--- src/rtl/card_phy_seq_pkg.sv ---
package card_phy_seq_pkg;
  typedef enum logic [2:0] {
    ST_IDLE,
    ST_PRE,
    ST_CAL,
    ST_DLLON,
    ST_POLL
  } seq_state_e;

  localparam logic [1:0] ERR_NONE = 2'd0;
  localparam logic [1:0] ERR_CAL  = 2'd1;
  localparam logic [1:0] ERR_DLL  = 2'd2;

  localparam logic [1:0] BAND_200 = 2'd0;
  localparam logic [1:0] BAND_50  = 2'd1;
  localparam logic [1:0] BAND_100 = 2'd2;
  localparam logic [1:0] BAND_150 = 2'd3;
endpackage

--- src/rtl/card_phy_rate_class.sv ---
module card_phy_rate_class #(
  parameter int RATE_W = 32
) (
  input  logic [RATE_W-1:0] rate_i,
  output logic [1:0]        band_o,
  output logic              warn_o,
  output logic              zero_o
);
  import card_phy_seq_pkg::*;

  logic [RATE_W-1:0] nominal;
  logic [RATE_W-1:0] diff;

  always_comb begin
    if (rate_i == '0) begin
      band_o  = BAND_200;
      nominal = RATE_W'(200_000_000);
    end else if (rate_i < RATE_W'(75_000_000)) begin
      band_o  = BAND_50;
      nominal = RATE_W'(50_000_000);
    end else if (rate_i < RATE_W'(125_000_000)) begin
      band_o  = BAND_100;
      nominal = RATE_W'(100_000_000);
    end else if (rate_i < RATE_W'(175_000_000)) begin
      band_o  = BAND_150;
      nominal = RATE_W'(150_000_000);
    end else begin
      band_o  = BAND_200;
      nominal = RATE_W'(200_000_000);
    end
    diff   = (rate_i > nominal) ? rate_i - nominal : nominal - rate_i;
    zero_o = (rate_i == '0);
    warn_o = !zero_o &&
             ((rate_i > RATE_W'(50_000_000) && diff > RATE_W'(15_000_000)) ||
              (rate_i > RATE_W'(200_000_000)));
  end
endmodule

--- src/rtl/card_phy_timer.sv ---
module card_phy_timer #(
  parameter int W = 8
) (
  input  logic         clk_i,
  input  logic         rst_ni,
  input  logic         load_i,
  input  logic [W-1:0] load_val_i,
  output logic         expired_o
);
  logic [W-1:0] cnt_q;

  always_ff @(posedge clk_i or negedge rst_ni) begin
    if (!rst_ni)              cnt_q <= '0;
    else if (load_i)          cnt_q <= load_val_i;
    else if (cnt_q != '0)     cnt_q <= cnt_q - 1'b1;
  end

  assign expired_o = (cnt_q == '0);
endmodule

--- src/rtl/card_phy_seq_fsm.sv ---
module card_phy_seq_fsm #(
  parameter int CYC_US  = 50,
  parameter int LOCK_US = 50000,
  parameter int TMR_W   = 9,
  parameter int POLL_W  = 16
) (
  input  logic             clk_i,
  input  logic             rst_ni,
  input  logic             on_req_i,
  input  logic             off_req_i,
  input  logic [1:0]       band_i,
  input  logic             warn_i,
  input  logic             zero_i,
  input  logic             cal_done_i,
  input  logic             dll_rdy_i,
  input  logic             tmr_expired_i,
  output logic             tmr_load_o,
  output logic [TMR_W-1:0] tmr_val_o,
  output logic             pwrdn_n_o,
  output logic             dll_en_o,
  output logic [1:0]       freq_sel_o,
  output logic             busy_o,
  output logic             done_o,
  output logic [1:0]       err_o,
  output logic             warn_o
);
  import card_phy_seq_pkg::*;

  localparam logic [TMR_W-1:0] LD_PRE  = TMR_W'(3 * CYC_US - 1);
  localparam logic [TMR_W-1:0] LD_CAL  = TMR_W'(5 * CYC_US - 1);
  localparam logic [TMR_W-1:0] LD_POLL = TMR_W'(CYC_US - 1);
  localparam logic [POLL_W-1:0] LD_TRIES = POLL_W'(LOCK_US - 1);

  seq_state_e        state_q;
  logic [1:0]        band_q;
  logic              zero_q;
  logic [POLL_W-1:0] tries_q;

  wire start_on = (state_q == ST_IDLE) && on_req_i && !off_req_i;
  wire poll_hit = (state_q == ST_POLL) && tmr_expired_i;

  always_comb begin
    tmr_load_o = 1'b0;
    tmr_val_o  = LD_POLL;
    if (start_on) begin
      tmr_load_o = 1'b1;
      tmr_val_o  = LD_PRE;
    end else if (state_q == ST_PRE && tmr_expired_i) begin
      tmr_load_o = 1'b1;
      tmr_val_o  = LD_CAL;
    end else if (state_q == ST_DLLON && !zero_q) begin
      tmr_load_o = 1'b1;
    end else if (poll_hit && !dll_rdy_i && tries_q != '0) begin
      tmr_load_o = 1'b1;
    end
  end

  always_ff @(posedge clk_i or negedge rst_ni) begin
    if (!rst_ni) begin
      state_q    <= ST_IDLE;
      band_q     <= BAND_200;
      zero_q     <= 1'b0;
      tries_q    <= '0;
      pwrdn_n_o  <= 1'b0;
      dll_en_o   <= 1'b0;
      freq_sel_o <= BAND_200;
      busy_o     <= 1'b0;
      done_o     <= 1'b0;
      err_o      <= ERR_NONE;
      warn_o     <= 1'b0;
    end else begin
      done_o <= 1'b0;
      unique case (state_q)
        ST_IDLE: begin
          if (off_req_i) begin
            pwrdn_n_o <= 1'b0;
            dll_en_o  <= 1'b0;
            err_o     <= ERR_NONE;
            warn_o    <= 1'b0;
            done_o    <= 1'b1;
          end else if (on_req_i) begin
            pwrdn_n_o <= 1'b0;
            dll_en_o  <= 1'b0;
            err_o     <= ERR_NONE;
            warn_o    <= warn_i;
            band_q    <= band_i;
            zero_q    <= zero_i;
            busy_o    <= 1'b1;
            state_q   <= ST_PRE;
          end
        end
        ST_PRE: begin
          if (tmr_expired_i) begin
            pwrdn_n_o <= 1'b1;
            state_q   <= ST_CAL;
          end
        end
        ST_CAL: begin
          if (tmr_expired_i) begin
            if (cal_done_i) begin
              freq_sel_o <= band_q;
              state_q    <= ST_DLLON;
            end else begin
              err_o   <= ERR_CAL;
              done_o  <= 1'b1;
              busy_o  <= 1'b0;
              state_q <= ST_IDLE;
            end
          end
        end
        ST_DLLON: begin
          dll_en_o <= 1'b1;
          if (zero_q) begin
            done_o  <= 1'b1;
            busy_o  <= 1'b0;
            state_q <= ST_IDLE;
          end else begin
            tries_q <= LD_TRIES;
            state_q <= ST_POLL;
          end
        end
        ST_POLL: begin
          if (tmr_expired_i) begin
            if (dll_rdy_i) begin
              done_o  <= 1'b1;
              busy_o  <= 1'b0;
              state_q <= ST_IDLE;
            end else if (tries_q == '0) begin
              err_o   <= ERR_DLL;
              done_o  <= 1'b1;
              busy_o  <= 1'b0;
              state_q <= ST_IDLE;
            end else begin
              tries_q <= tries_q - 1'b1;
            end
          end
        end
        default: state_q <= ST_IDLE;
      endcase
    end
  end
endmodule

--- src/rtl/card_phy_seq.sv ---
module card_phy_seq #(
  parameter int REF_HZ  = 50_000_000,
  parameter int LOCK_US = 50_000,
  parameter int RATE_W  = 32
) (
  input  logic              clk_i,
  input  logic              rst_ni,
  input  logic              pwr_on_i,
  input  logic              pwr_off_i,
  input  logic [RATE_W-1:0] rate_hz_i,
  input  logic              cal_done_i,
  input  logic              dll_rdy_i,
  output logic              pwrdn_n_o,
  output logic              dll_en_o,
  output logic [1:0]        freq_sel_o,
  output logic              busy_o,
  output logic              done_o,
  output logic [1:0]        err_o,
  output logic              rate_warn_o
);
  localparam int CYC_US = (REF_HZ >= 1_000_000) ? REF_HZ / 1_000_000 : 1;
  localparam int TMR_W  = $clog2(5 * CYC_US + 1);
  localparam int POLL_W = $clog2(LOCK_US + 1);

  logic [1:0]       band;
  logic             warn;
  logic             zero;
  logic             tmr_load;
  logic [TMR_W-1:0] tmr_val;
  logic             tmr_expired;

  card_phy_rate_class #(.RATE_W(RATE_W)) u_class (
    .rate_i (rate_hz_i),
    .band_o (band),
    .warn_o (warn),
    .zero_o (zero)
  );

  card_phy_timer #(.W(TMR_W)) u_timer (
    .clk_i      (clk_i),
    .rst_ni     (rst_ni),
    .load_i     (tmr_load),
    .load_val_i (tmr_val),
    .expired_o  (tmr_expired)
  );

  card_phy_seq_fsm #(
    .CYC_US  (CYC_US),
    .LOCK_US (LOCK_US),
    .TMR_W   (TMR_W),
    .POLL_W  (POLL_W)
  ) u_fsm (
    .clk_i         (clk_i),
    .rst_ni        (rst_ni),
    .on_req_i      (pwr_on_i),
    .off_req_i     (pwr_off_i),
    .band_i        (band),
    .warn_i        (warn),
    .zero_i        (zero),
    .cal_done_i    (cal_done_i),
    .dll_rdy_i     (dll_rdy_i),
    .tmr_expired_i (tmr_expired),
    .tmr_load_o    (tmr_load),
    .tmr_val_o     (tmr_val),
    .pwrdn_n_o     (pwrdn_n_o),
    .dll_en_o      (dll_en_o),
    .freq_sel_o    (freq_sel_o),
    .busy_o        (busy_o),
    .done_o        (done_o),
    .err_o         (err_o),
    .warn_o        (rate_warn_o)
  );
endmodule

--- config.mk ---
export PLATFORM = sky130hd
export DESIGN_NAME = card_phy_seq
export DESIGN_NICKNAME = d
export VERILOG_FILES = /design/src/rtl/card_phy_seq_pkg.sv /design/src/rtl/card_phy_rate_class.sv /design/src/rtl/card_phy_timer.sv /design/src/rtl/card_phy_seq_fsm.sv /design/src/rtl/card_phy_seq.sv
export SDC_FILE = /design/constraint.sdc
export NUM_CORES = 1
export LEC_CHECK = 0
export BUFFER_PORTS_ARGS = -buffer_cell sky130_fd_sc_hd__buf_2
export CAP_MARGIN = 40
export CELL_PAD_IN_SITES_DETAIL_PLACEMENT = 1
export CELL_PAD_IN_SITES_GLOBAL_PLACEMENT = 2
export CORE_MARGIN = 5
export CORE_UTILIZATION = 36
export CTS_BUF_LIST = sky130_fd_sc_hd__clkbuf_4 sky130_fd_sc_hd__clkbuf_8
export DETAILED_ROUTE_END_ITERATION = 12
export GPL_TIMING_DRIVEN = 0
export PLACE_DENSITY = 0.81
export SLEW_MARGIN = 20
export SYNTH_ARGS = -nofsm -noshare
export SYNTH_HDL_FRONTEND = slang
export SYNTH_SLANG_ARGS = --single-unit
--- constraint.sdc ---
create_clock -name clk_i -period 3.5 [get_ports clk_i]
set_input_delay 0.175 -clock clk_i [delete_from_list [all_inputs] [get_ports clk_i]]
set_output_delay 0.175 -clock clk_i [all_outputs]
set_load 0.05 [all_outputs]
==> flow_summary_export.csv <==
group,metric,value,unit
outcome,status,"finished with violations",
outcome,violations,"negative setup slack",
final_layout,multi_input_area,3826,sq um
worst_hold_path,hold_path_depth,2,
timing,worst_slew_pin_slew,0.7541,ns
cts,root_buffer,"clkbuf_8",
timing,relSlewSlack,49.45,%
worst_setup_path,crit_cells,20,
floorplan,die_area,15170,sq um
final_layout,antennaDiodeCount,0,
final_layout,syn2layout_area_growth,35.32,%
routing,routed_wl,17410,um
global_routing,grt_pass1_vias,5347,
worst_setup_path,critical_path_buf_inv_count,3,
synthesis,avgSynthCellArea,7.699,sq um
final_layout,n_fill_cell,1533,
power,finalPower,2.061,mW
global_routing,grt_pass1_wl,27510,um
synthesis,synth_cell_types,96,
timing,setup_viol,1,
cts,clock_sinks,39,
placed_design,gp_congestion,0.9025,
worst_setup_path,crit_slowest_cell,"or4_4",
timing,post-route-period-util,130.1,%
routing,vias,5142,
synthesis,syn_inst,599,
final_layout,nNetsFinal,783,
synthesis,yosys_warnings,0,
worst_hold_path,min_path_type,"in2reg",
synthesis,syn_nets,667,
routing,via_per_inst,5.791,
synthesis,synthFlopType,"dfrtp_1",
routing,dr.pass1.iters,4,
routing,drt-initial-drc-count,248,
synthesis,async_flop_share,100.0,%
synthesis,synth-seq-area-share,21.16,%
global_routing,grt_max_degree,33,
timing,skew,0.01340,ns
power,powerDensity,330.2,nW/um^2
routing,wl_per_cell,19.61,um
worst_setup_path,slowest_delay,0.55,ns
timing,whs,0.1186,ns
global_routing,grt_usage,22.55,%
placed_design,io_buffers,44,
routing,drc,0,
final_layout,seq_area,975.9,sq um
placed_design,postPlaceCellArea,5101,sq um
floorplan,io_pins,47,
worst_setup_path,crit_chain,"buf_6 > or4_4 > nor3_4 > nand2b_1 > nor4_4 > nand4_1 > o211ai_1 > inv_2 > a22oi_2 > inv_2 > ha_4 > fa_2 > a21o_1 > a21oi_4 > a21oi_4 > or4b_1 > o2111a_1 > nor4b_4 > o32ai_4 > a41oi_2",
power,switching_share,44.10,%
timing,fin_crit,4.555,ns
timing,finalHoldViolCount,0,
cts,cts_tree,"built",
cts,h-tree-depth,2,
timing,fin_ws,-1.055,ns
worst_setup_path,r2r-start,"u_timer.cnt_q[0]",
final_layout,utilization,49.66,%
worst_setup_path,setup.worst_path.end_class,"register",
timing,maxSlewViolCount,0,
timing,fmax,219.5,MHz
worst_setup_path,cp_max_fo,5,
worst_setup_path,critPathLaunchType,"input pin",
flow_run,maxCapViolations,0,
final_layout,final_area,6241,sq um
worst_setup_path,arrival,4.77,ns
timing,rsz0062_at_grt,"yes",
cts,cts_buffers,5,
synthesis,synthesis.area,4612,sq um
worst_hold_path,worstHoldStart,"pwr_off_i",
power,p_clk_share,16.6,%
power,p_int,1.152,mW
global_routing,antenna_found_initial,0,
worst_setup_path,critPathRequiredTime,3.71,ns
synthesis,synth_edf_count,0,
placed_design,hpwl,12650,um
power,combinationalPowerShare,52.9,%
synthesis,synth-seq-cells,39,
power,seqPwrFrac,30.4,%
worst_setup_path,worst_path_dominant_cell_family,"simple AND/OR/NAND/NOR gates",
floorplan,rows,41,
cts,clk_pin_slew,0.08,ns
floorplan,core_area,12570,sq um
worst_setup_path,worstSetupStartpoint,"rate_hz_i[3]",
worst_setup_path,ff2ff_path_depth,10,
power,p_switching,0.9089,mW
cts,clk_latency,0.29,ns
final_layout,drive_gt1_share,32.40,%
power,total_leakage_power,2.619,nW
floorplan,die_x,123.2,um
worst_setup_path,crit_type,"in2reg",
floorplan,start_util,36.69,%
power,ir_drop,0.0001383,V
routing,ant_nets,0,
global_routing,grt_overflow,0,
floorplan,fp.dieH,123.2,um
cts,clockBufferDepth,2,
-- logic make-up (layout without fill, tap and decap cells) --
kind of cell	after synthesis	in the layout	share of synthesized area, %
multiplexers	8	8	1.818
flip-flops	39	39	21.16
adder cells (fa/ha/maj)	30	30	8.302
AND/OR/NAND/NOR	260	260	30.93
XOR/XNOR	26	26	4.938
AO/OA/AOI/OAI	171	171	26.70
buffers and inverters	65	182	6.159
-- metal layers --
layer / track usage (%) / routed length [um]
met5: 0 / 0
met4: 8.512 / 654
met3: 1.876 / 586
met2: 39.45 / 8639
met1: 28.83 / 7531
-- synthesized netlist by cell type (all sizes together) (13+ instances only) --
library cell | n | area (sq um)
xnor2 | 17 | 148.9
nor4 | 17 | 140.1
nand3 | 19 | 95.09
a21oi | 37 | 188.9
ha | 29 | 362.9
nand2 | 62 | 242.7
dfrtp | 39 | 975.9
a21o | 13 | 98.85
inv | 39 | 146.4
nor3 | 23 | 125.1
clkbuf | 13 | 68.82
nor2 | 52 | 195.2
o21ai | 32 | 163.9
nand4 | 14 | 87.58
-- path summary, 6_finish.rpt --
kind	to	slack (ns)
setup / recovery	u_fsm.warn_o	-1.06
hold / removal	u_fsm.done_o	0.12
setup reg to reg	u_fsm.tries_q[6]	0.53
hold reg to reg	u_fsm.pwrdn_n_o	0.48
max in group asynchronous	u_fsm.band_q[1]	2.79
min in group asynchronous	u_timer.cnt_q[6]	0.26
-- registers in the layout, summed over array words and instances, names as in the netlist --
register / count
u_fsm.zero_q: 1
u_fsm.warn_o: 1
u_fsm.err_o: 2
u_fsm.band_q: 2
u_fsm.done_o: 1
u_fsm.pwrdn_n_o: 1
u_fsm.busy_o: 1
u_fsm.freq_sel_o: 2
u_fsm.dll_en_o: 1
u_fsm.tries_q: 16
u_fsm.state_q: 3
u_timer.cnt_q: 8
-- worst register-to-register path: stages (launching register included) --
cell      delay [ns]
dfrtp_1         0.39
inv_1           0.11
ha_1            0.24
nand3_1         0.17
or3_1           0.33
clkbuf_1        0.23
nor3_2          0.29
nand2_1         0.18
or3_1           0.38
o31a_1          0.24
or3_1           0.29
-- cell type report --
| class | count | area share [%] |
|---|---|---|
| Multi-Input combinational cell | 495 | 61.31 |
| Sequential cell | 39 | 15.64 |
| Timing Repair Buffer | 111 | 12.99 |
| Tap cell | 172 | 3.448 |
| Buffer | 24 | 2.506 |
| Inverter | 39 | 2.446 |
| Clock buffer | 7 | 1.544 |
| Clock inverter | 1 | 0.1203 |
-- power groups by stage --
stage / Sequential [mW] / Combinational [mW] / Clock (mW)
after CTS: 0.626 / 1.03 / 0.351
after global placement: 0.629 / 0.915 / 0
after global routing: 0.640 / 1.19 / 0.373
final: 0.627 / 1.09 / 0.342
after floorplan: 0.683 / 0.612 / 0
after detailed placement: 0.635 / 0.947 / 0
-- cell usage in the layout (no fill, tap or decap), types with 15 or more instances in the layout --
| cell | n |
|---|---|
| dfrtp_1 | 39 |
| a21oi_1 | 31 |
| o21ai_0 | 27 |
| ha_1 | 15 |
| nor3_1 | 16 |
| nand2_1 | 59 |
| inv_1 | 34 |
| xnor2_1 | 17 |
| nand3_1 | 18 |
| nor2_1 | 51 |
| buf_4 | 59 |
| buf_2 | 45 |
-- per-stage QoR --
| stage | TNS [ns] | setup WS (ns) | cells |
|---|---|---|---|
| detailed placement | -2.414 | -2.414 | 817 |
| finish | -1.055 | -1.055 | 888 |
| floorplan | -0.8442 | -0.8442 | 599 |
| global route | -1.224 | -1.224 | 888 |
| global placement | -2.373 | -2.373 | 815 |
| CTS | -1.058 | -1.058 | 867 |
-- what timing repair did --
item,4_1_cts,5_1_grt
hold buffers,1,0
endpoints found under the hold margin,32,0
setup endpoints to repair,1,1
gates resized for setup,67,43
setup buffers,42,25
pin swaps,38,38
Power figures use the tool's default switching activity.
